**config.mk**
```make
export PLATFORM = sky130hd
export DESIGN_NAME = uart_regport
export DESIGN_NICKNAME = d
export VERILOG_FILES = /design/src/rtl/serport_pkg.sv /design/src/rtl/serport_ctrl.sv /design/src/rtl/serport_datapath.sv /design/src/rtl/uart_regport.sv
export SDC_FILE = /design/constraint.sdc
export NUM_CORES = 1
export LEC_CHECK = 0
export BUFFER_PORTS_ARGS = -buffer_cell sky130_fd_sc_hd__buf_2
export CAP_MARGIN = 20
export CORE_MARGIN = 8
export CORE_UTILIZATION = 39
export DETAILED_ROUTE_END_ITERATION = 8
export GPL_TIMING_DRIVEN = 0
export PLACE_DENSITY_LB_ADDON = 0.3
export RECOVER_POWER = 25
export SYNTH_ARGS = -nofsm -noshare
export SYNTH_HDL_FRONTEND = slang
export SYNTH_HIERARCHICAL = 1
export SYNTH_SLANG_ARGS = --single-unit
```
**constraint.sdc**
```tcl
create_clock -name clk -period 3.85 [get_ports clk]
set_clock_uncertainty 0.15 [all_clocks]
set_input_delay 0.9625 -clock clk [delete_from_list [all_inputs] [get_ports clk]]
set_output_delay 0.9625 -clock clk [all_outputs]
set_load 0.05 [all_outputs]
```
**src/rtl/serport_pkg.sv**
```systemverilog
package serport_pkg;

  localparam int OVERSAMPLE = 16;
  localparam int DATA_BITS  = 8;
  localparam int FRAME_BITS = DATA_BITS + 2;
  localparam int TICK_W     = $clog2(OVERSAMPLE);
  localparam int FBIT_W     = $clog2(FRAME_BITS);
  localparam int DBIT_W     = $clog2(DATA_BITS);

  localparam logic [1:0] CODE_MRESET   = 2'b11;
  localparam logic [1:0] TC_TXINT_ON   = 2'b01;
  localparam logic [1:0] TC_RTS_HIGH   = 2'b10;

  // one-cycle commands from the register front end to the datapath
  typedef struct packed {
    logic txLoad;
    logic rxPop;
    logic masterClr;
  } serStrobes_t;

  typedef enum logic [1:0] {
    RX_IDLE,
    RX_START,
    RX_DATA,
    RX_STOP
  } rxState_t;

endpackage

```
**src/rtl/serport_ctrl.sv**
```systemverilog
module serport_ctrl
  import serport_pkg::*;
(
  input  logic        clk,
  input  logic        rstN,
  input  logic        wrN,
  input  logic        rdN,
  input  logic        regSel,
  input  logic [4:0]  ctlField,   // {bit7, bit6, bit5, bit1, bit0} of the bus byte
  input  logic        tdre,
  input  logic        rdrf,
  input  logic        nearFull,
  input  logic [7:0]  rxHead,
  output serStrobes_t strobes,
  output logic [7:0]  dataOut,
  output logic        rtsN,
  output logic        irq
);

  logic       wrPrevN, rdPrevN;
  logic       wrAct, rdAct, ctlWrite, isMasterReset;
  logic [1:0] txCtl;
  logic       rxIntEn;
  logic       txIntEn;
  logic [7:0] statusByte;

  // first low cycle of each strobe is the access cycle
  always_ff @(posedge clk or negedge rstN) begin
    if (!rstN) begin
      wrPrevN <= 1'b1;
      rdPrevN <= 1'b1;
    end else begin
      wrPrevN <= wrN;
      rdPrevN <= rdN;
    end
  end

  assign wrAct         = !wrN && wrPrevN;
  assign rdAct         = !rdN && rdPrevN;
  assign ctlWrite      = wrAct && !regSel;
  assign isMasterReset = (ctlField[1:0] == CODE_MRESET);

  always_ff @(posedge clk or negedge rstN) begin
    if (!rstN) begin
      txCtl   <= 2'b00;
      rxIntEn <= 1'b0;
    end else if (ctlWrite && !isMasterReset) begin
      txCtl   <= ctlField[3:2];
      rxIntEn <= ctlField[4];
    end
  end

  always_comb begin
    strobes.masterClr = ctlWrite && isMasterReset;
    strobes.txLoad    = wrAct && regSel && tdre;
    strobes.rxPop     = rdAct && regSel && rdrf;
  end

  assign txIntEn    = (txCtl == TC_TXINT_ON);
  assign irq        = (rxIntEn && rdrf) || (txIntEn && tdre);
  assign rtsN       = (txCtl == TC_RTS_HIGH) || nearFull;
  // carrier detect (bit 2) and clear to send (bit 3) are tied to 0
  assign statusByte = {irq, 3'b000, 1'b0, 1'b0, tdre, rdrf};
  assign dataOut    = regSel ? rxHead : statusByte;

endmodule

```
**src/rtl/serport_datapath.sv**
```systemverilog
module serport_datapath
  import serport_pkg::*;
#(
  parameter int FIFO_DEPTH      = 16,
  parameter int NEAR_FULL_LEVEL = FIFO_DEPTH - 2
) (
  input  logic        clk,
  input  logic        rstN,
  input  logic        bitTickEn,
  input  logic        rxd,
  input  logic        ctsN,
  input  logic [7:0]  txByte,
  input  serStrobes_t strobes,
  output logic        txd,
  output logic        tdre,
  output logic        rdrf,
  output logic        nearFull,
  output logic [7:0]  rxHead
);

  localparam int PTR_W = (FIFO_DEPTH > 1) ? $clog2(FIFO_DEPTH) : 1;
  localparam int CNT_W = $clog2(FIFO_DEPTH + 1);
  localparam logic [TICK_W-1:0] TICK_LAST  = TICK_W'(OVERSAMPLE - 1);
  localparam logic [TICK_W-1:0] TICK_MID   = TICK_W'(OVERSAMPLE / 2 - 1);
  localparam logic [FBIT_W-1:0] FBIT_LAST  = FBIT_W'(FRAME_BITS - 1);
  localparam logic [DBIT_W-1:0] DBIT_LAST  = DBIT_W'(DATA_BITS - 1);
  localparam logic [CNT_W-1:0]  CNT_FULL   = CNT_W'(FIFO_DEPTH);
  localparam logic [CNT_W-1:0]  CNT_NEAR   = CNT_W'(NEAR_FULL_LEVEL);
  localparam logic [PTR_W-1:0]  PTR_LAST   = PTR_W'(FIFO_DEPTH - 1);

  // ---------------- transmitter ----------------
  logic [DATA_BITS-1:0]  holdReg;
  logic                  holdFull;
  logic [FRAME_BITS-1:0] txShift;
  logic                  txBusy;
  logic [TICK_W-1:0]     txTickCnt;
  logic [FBIT_W-1:0]     txBitCnt;

  always_ff @(posedge clk or negedge rstN) begin
    if (!rstN) begin
      holdReg   <= '0;
      holdFull  <= 1'b0;
      txShift   <= '1;
      txBusy    <= 1'b0;
      txTickCnt <= '0;
      txBitCnt  <= '0;
    end else if (strobes.masterClr) begin
      holdFull  <= 1'b0;
      txShift   <= '1;
      txBusy    <= 1'b0;
      txTickCnt <= '0;
      txBitCnt  <= '0;
    end else begin
      if (strobes.txLoad) begin
        holdReg  <= txByte;
        holdFull <= 1'b1;
      end
      if (bitTickEn) begin
        if (!txBusy) begin
          if (holdFull && !ctsN) begin
            txShift   <= {1'b1, holdReg, 1'b0};
            txBusy    <= 1'b1;
            holdFull  <= 1'b0;
            txTickCnt <= '0;
            txBitCnt  <= '0;
          end
        end else if (txTickCnt == TICK_LAST) begin
          txTickCnt <= '0;
          txShift   <= {1'b1, txShift[FRAME_BITS-1:1]};
          if (txBitCnt == FBIT_LAST) txBusy <= 1'b0;
          else                       txBitCnt <= txBitCnt + 1'b1;
        end else begin
          txTickCnt <= txTickCnt + 1'b1;
        end
      end
    end
  end

  assign txd  = txShift[0];
  assign tdre = !holdFull;

  // ---------------- receiver ----------------
  logic                 rxMeta, rxSync, rxLastHigh;
  rxState_t             rxState;
  logic [TICK_W-1:0]    rxTickCnt;
  logic [DBIT_W-1:0]    rxBitIdx;
  logic [DATA_BITS-1:0] rxShift;
  logic                 rxPush;

  always_ff @(posedge clk or negedge rstN) begin
    if (!rstN) begin
      rxMeta <= 1'b1;
      rxSync <= 1'b1;
    end else begin
      rxMeta <= rxd;
      rxSync <= rxMeta;
    end
  end

  always_ff @(posedge clk or negedge rstN) begin
    if (!rstN) begin
      rxState    <= RX_IDLE;
      rxTickCnt  <= '0;
      rxBitIdx   <= '0;
      rxShift    <= '0;
      rxLastHigh <= 1'b1;
    end else if (strobes.masterClr) begin
      rxState    <= RX_IDLE;
      rxTickCnt  <= '0;
      rxBitIdx   <= '0;
    end else if (bitTickEn) begin
      unique case (rxState)
        RX_IDLE: begin
          rxLastHigh <= rxSync;
          if (rxLastHigh && !rxSync) begin
            rxState   <= RX_START;
            rxTickCnt <= '0;
          end
        end
        RX_START: begin
          if (rxTickCnt == TICK_MID) begin
            rxTickCnt <= '0;
            rxBitIdx  <= '0;
            rxState   <= rxSync ? RX_IDLE : RX_DATA;
          end else begin
            rxTickCnt <= rxTickCnt + 1'b1;
          end
        end
        RX_DATA: begin
          if (rxTickCnt == TICK_LAST) begin
            rxTickCnt <= '0;
            rxShift   <= {rxSync, rxShift[DATA_BITS-1:1]};
            if (rxBitIdx == DBIT_LAST) rxState <= RX_STOP;
            else                       rxBitIdx <= rxBitIdx + 1'b1;
          end else begin
            rxTickCnt <= rxTickCnt + 1'b1;
          end
        end
        RX_STOP: begin
          if (rxTickCnt == TICK_LAST) begin
            rxTickCnt  <= '0;
            rxLastHigh <= rxSync;
            rxState    <= RX_IDLE;
          end else begin
            rxTickCnt <= rxTickCnt + 1'b1;
          end
        end
        default: rxState <= RX_IDLE;
      endcase
    end
  end

  assign rxPush = bitTickEn && !strobes.masterClr && (rxState == RX_STOP)
                  && (rxTickCnt == TICK_LAST) && rxSync;

  // ---------------- receive FIFO ----------------
  logic [DATA_BITS-1:0] fifoMem [FIFO_DEPTH];
  logic [PTR_W-1:0]     wrPtr, rdPtr;
  logic [CNT_W-1:0]     fifoCount;
  logic                 doPush, doPop;

  assign doPush = rxPush && (fifoCount != CNT_FULL);
  assign doPop  = strobes.rxPop && (fifoCount != '0);

  always_ff @(posedge clk) begin
    if (doPush) fifoMem[wrPtr] <= rxShift;
  end

  always_ff @(posedge clk or negedge rstN) begin
    if (!rstN) begin
      wrPtr     <= '0;
      rdPtr     <= '0;
      fifoCount <= '0;
    end else if (strobes.masterClr) begin
      wrPtr     <= '0;
      rdPtr     <= '0;
      fifoCount <= '0;
    end else begin
      if (doPush) wrPtr <= (wrPtr == PTR_LAST) ? '0 : wrPtr + 1'b1;
      if (doPop)  rdPtr <= (rdPtr == PTR_LAST) ? '0 : rdPtr + 1'b1;
      if (doPush && !doPop)      fifoCount <= fifoCount + 1'b1;
      else if (doPop && !doPush) fifoCount <= fifoCount - 1'b1;
    end
  end

  assign rdrf     = (fifoCount != '0);
  assign nearFull = (fifoCount >= CNT_NEAR);
  assign rxHead   = rdrf ? fifoMem[rdPtr] : '0;

  // ---------------- checks ----------------
  assert_no_overflow_R7: assert property (@(posedge clk) disable iff (!rstN)
    fifoCount <= CNT_FULL)
    else $error("FIFO occupancy beyond depth");

  assert_pop_nonempty_R7: assert property (@(posedge clk) disable iff (!rstN)
    strobes.rxPop |-> (fifoCount != '0))
    else $error("pop requested on empty FIFO");

  assert_load_only_empty_R4: assert property (@(posedge clk) disable iff (!rstN)
    strobes.txLoad |-> !holdFull)
    else $error("transmit load into full holding register");

  assert_tick_gated_R11: assert property (@(posedge clk) disable iff (!rstN)
    (!bitTickEn && !strobes.masterClr) |=> $stable(txd))
    else $error("txd moved without an enable pulse");

  assert_cts_hold_R5: assert property (@(posedge clk) disable iff (!rstN)
    (!txBusy && ctsN) |=> !txBusy)
    else $error("frame started while clear-to-send inactive");

  assert_mreset_clears_R10: assert property (@(posedge clk) disable iff (!rstN)
    strobes.masterClr |=> (txd && !holdFull && (fifoCount == '0)))
    else $error("master reset left state behind");

endmodule

```
**src/rtl/uart_regport.sv**
```systemverilog
module uart_regport
  import serport_pkg::*;
#(
  parameter int FIFO_DEPTH      = 16,
  parameter int NEAR_FULL_LEVEL = FIFO_DEPTH - 2
) (
  input  logic       clk,
  input  logic       rstN,
  input  logic       wrN,
  input  logic       rdN,
  input  logic       regSel,
  input  logic [7:0] dataIn,
  output logic [7:0] dataOut,
  input  logic       bitTickEn,
  input  logic       rxd,
  output logic       txd,
  input  logic       ctsN,
  output logic       rtsN,
  output logic       irq
);

  serStrobes_t strobes;
  logic        tdre, rdrf, nearFull;
  logic [7:0]  rxHead;

  serport_ctrl u_ctrl (
    .clk      (clk),
    .rstN     (rstN),
    .wrN      (wrN),
    .rdN      (rdN),
    .regSel   (regSel),
    .ctlField ({dataIn[7:5], dataIn[1:0]}),
    .tdre     (tdre),
    .rdrf     (rdrf),
    .nearFull (nearFull),
    .rxHead   (rxHead),
    .strobes  (strobes),
    .dataOut  (dataOut),
    .rtsN     (rtsN),
    .irq      (irq)
  );

  serport_datapath #(
    .FIFO_DEPTH      (FIFO_DEPTH),
    .NEAR_FULL_LEVEL (NEAR_FULL_LEVEL)
  ) u_datapath (
    .clk       (clk),
    .rstN      (rstN),
    .bitTickEn (bitTickEn),
    .rxd       (rxd),
    .ctsN      (ctsN),
    .txByte    (dataIn),
    .strobes   (strobes),
    .txd       (txd),
    .tdre      (tdre),
    .rdrf      (rdrf),
    .nearFull  (nearFull),
    .rxHead    (rxHead)
  );

endmodule

```
==> impl_metrics.py <==
metrics = {
    "worst_setup_path": {
        "startpoint": "u_datapath/rdPtr[0]",
        "r2r_cells": 12,
        "reg2reg_slack_ns": 0.17,
        "crit_type": "flop to primary output",
        "r2r-start": "u_datapath/fifoCount[1]",
        "crit_path_end_kind": "primary output",
        "cp.arrival_ns": 2.72,
        "cp-start-kind": "flop",
        "r2r_end": "u_datapath/fifoCount[4]",
        "cp_max_fo": 6,
        "critPathRequiredTime_ns": 2.74,
    },
    "synth": {
        "synth-seq-area-share": 0.653,
        "synth_top_area_frac": 0.457,
        "synth-simple-area-share": 0.0927,
        "synthAdderAreaFrac": 0.0247,
        "syn-instance-count": 539,
        "ys_top_cells_by_count": "edfxtp_1, dfrtp_1, nor2_1",
        "synth.most_common_cell": "edfxtp_1",
        "synth.distinct_cells": 60,
        "synth_compound_area_frac": 0.0493,
        "synth_area_mm2": 0.00841,
        "synth-edff-count": 128,
        "yosysTopAreaCell": "edfxtp_1",
        "yosys-top-cells-area": "edfxtp_1, dfrtp_1, mux4_2, dfstp_2, mux2_2",
        "synth_xor_area_frac": 0.00938,
        "yosysWarnings": 6,
        "ys_ff_latch": 193,
        "synthMuxAreaShare": 0.150,
        "synthArstFlopShare": 0.337,
        "avgSynthCellArea_um2": 15.6,
        "synth_top_family_by_area": "multiplexers",
        "ys.flop_type": "edfxtp_1",
        "synth_nets": 571,
    },
    "placement": {
        "hpwlAfterDp_um": 11400,
        "io_buffer_count": 26,
        "pre_cts_slack_ns": -0.471,
        "numPlacedInstances": 840,
        "place_area_mm2": 0.00888,
        "place_congestion": 0.813,
    },
    "timing": {
        "hold_violations": 0,
        "setup_violations": 0,
        "setup_ws_ns": 0.0213,
        "fin_tns_setup_ns": 0,
        "rsz0062_at_grt": "yes",
        "fin_crit_sh": 0.994,
        "whs_ns": 0.207,
        "period_minus_slack_ns": 3.83,
        "maxSlewHeadroom": 0.267,
        "slew_viol_final": 0,
        "tightest_slew_ns": 1.09,
        "fmax_mhz": 261,
    },
    "finish": {
        "stdcell_area_mm2": 0.00968,
        "final_nets": 630,
        "synthToLayoutAreaGrowth_pct": 15.2,
        "drive_gt1_frac": 0.282,
        "final_core_util": 0.459,
        "antenna_cells": 0,
        "fin_cells": 886,
    },
    "min_path": {
        "hold_start": "u_datapath/rxMeta",
        "hold_end": "u_datapath/rxSync",
        "hold_path_depth": 0,
        "worstHoldPathType": "flop to flop",
    },
    "clocking": {
        "cts_max_level": 4,
        "clk_latency_ns": 0.43,
        "cts_buffer_depth": 2,
        "cts_tree": "built",
        "holdBufCountCts": 0,
        "clk_pin_slew_ns": 0.07,
        "cts-root-buf": "clkbuf_16",
        "numCtsBuffers": 17,
        "clock-sinks": 193,
    },
    "grt": {
        "overflow": 0,
        "grt_pass1_wl_um": 26400,
        "grt_start_max_net_pins": 66,
        "track_usage": 0.129,
        "antenna_found_initial": 0,
        "grt_pass1_vias": 4684,
    },
    "drt": {
        "drt-initial-drc-count": 447,
        "vias_per_cell": 5.26,
        "wl_um": 16500,
        "num_vias": 4664,
        "drc_errors": 0,
        "drtPass1Iterations": 6,
        "routedWlPerCell_um": 18.7,
        "antenna_left": 0,
    },
    "floorplanning": {
        "core_mm2": 0.0211,
        "dieArea_mm2": 0.0265,
        "placementRows": 53,
        "initial_core_util": 0.399,
        "die_h_um": 163,
        "ios": 27,
        "die_x_um": 163,
    },
    "power_and_ir_drop": {
        "p_per_area_mw_per_mm2": 502,
        "p_seq_frac": 0.522,
        "switchingPower_mw": 1.30,
        "finalPower_mw": 4.86,
        "p_leak_nw": 3.56,
        "switching_share": 0.268,
        "p_comb_frac": 0.142,
        "clockPowerShare": 0.336,
        "vdd_drop_max_v": 0.000225,
        "p_int_mw": 3.56,
    },
    "run": {
        "drv_cap": 0,
    },
    "status": {
        "status": "finished clean",
    },
}
placed cells by master (no fill, tap or decap), types with 3 or more instances in the layout:
| cell type | n |
|---|---|
| inv_6 | 5 |
| nor2_1 | 40 |
| edfxtp_1 | 128 |
| o21ai_0 | 11 |
| clkbuf_16 | 17 |
| or4_1 | 3 |
| and2_1 | 9 |
| mux4_2 | 40 |
| nor3b_1 | 3 |
| a31oi_1 | 9 |
| buf_12 | 6 |
| clkbuf_4 | 3 |
| clkbuf_1 | 14 |
| mux2_4 | 5 |
| inv_1 | 15 |
| buf_1 | 3 |
| or2_2 | 4 |
| a21o_1 | 3 |
| buf_6 | 6 |
| nand3_1 | 12 |
| nand2_1 | 26 |
| dfstp_2 | 14 |
| dfrtp_1 | 50 |
| a21oi_1 | 17 |
| mux2i_1 | 9 |
| xor2_1 | 5 |
| xnor2_1 | 4 |
| ha_1 | 15 |
| nor2b_1 | 16 |
| a211oi_1 | 3 |
| mux2_2 | 18 |
| and2_0 | 3 |
| buf_2 | 22 |
| nor3_1 | 10 |
| buf_4 | 11 |
| nand4_1 | 4 |
critical path, stage by stage, from the launching register on:
cell	delay [ns]
dfrtp_1	0.37
buf_6	0.15
buf_12	0.14
mux4_2	0.53
mux4_2	0.51
nor2b_1	0.16
mux2_4	0.27
buf_8	0.15
area by class of cell:
type | count | area [um2]
Fill cell | 1844 | 11400
Sequential cell | 193 | 5490
Multi-Input combinational cell | 307 | 2760
Clock buffer | 21 | 450
Tap cell | 275 | 344
Timing Repair Buffer | 41 | 329
Buffer | 23 | 156
Clock inverter | 11 | 96.3
Inverter | 15 | 56.3
power by group through the flow:
stage	combinational (mW)	clock (mW)	sequential (mW)
after global placement	0.643	0	2.57
after floorplan	0.508	0	2.56
after detailed placement	0.670	0	2.57
after CTS	0.690	1.67	2.53
after global routing	0.766	1.75	2.56
final	0.691	1.63	2.54
how the worst max path moves through the flow:
stage,end,slack (ns),cells past startpoint
after floorplan,u_datapath/fifoCount[4],0.03,12
after detailed placement,u_datapath/fifoCount[4],-0.47,13
after global placement,u_datapath/fifoCount[4],-0.42,13
after CTS,dataOut[1],0.002,7
final,dataOut[1],0.02,7
after global routing,dataOut[1],-0.03,7
kinds of logic after synthesis:
logic type	count (synthesis)
xor gates and xnor gates	9
muxes	72
buffers and inverters	39
adders and majority gates	16
AOI/OAI and AO/OA	63
and+or+nand+nor	147
DFF	193
sequential cells by signal (all words and copies together), names as in the netlist:
register               count
u_datapath/rxMeta          1
u_datapath/rxLastHigh      1
u_ctrl/wrPrevN             1
u_datapath/rxSync          1
u_datapath/holdFull        1
u_datapath/rxShift         8
u_datapath/rdPtr           4
u_datapath/rxBitIdx        3
u_datapath/rxState         2
u_ctrl/rdPrevN             1
u_datapath/txTickCnt       4
u_datapath/txBitCnt        4
u_datapath/txBusy          1
u_datapath/txShift         9
u_ctrl/rxIntEn             1
u_datapath/rxTickCnt       4
u_ctrl/txCtl               2
u_datapath/fifoCount       5
u_datapath/fifoMem       128
u_datapath/holdReg         8
u_datapath/wrPtr           4
layer usage:
metal | up-vias | global-route usage | part of all wire
met5 | - | 0 | 0
met3 | 16 | 0.0286 | 0.034
met1 | 2382 | 0.177 | 0.47
li1 | 2173 | - | -
met4 | 0 | 0.0463 | 0.018
met2 | 93 | 0.200 | 0.48
timing repair:
item / in CTS / in global routing
pin swaps: 2 / 0
setup buffers: 9 / 3
endpoints found under the setup margin: 9 / 9
hold endpoints to repair: 0 / 0
resized for setup: 24 / 16
Power figures use the tool's default switching activity.
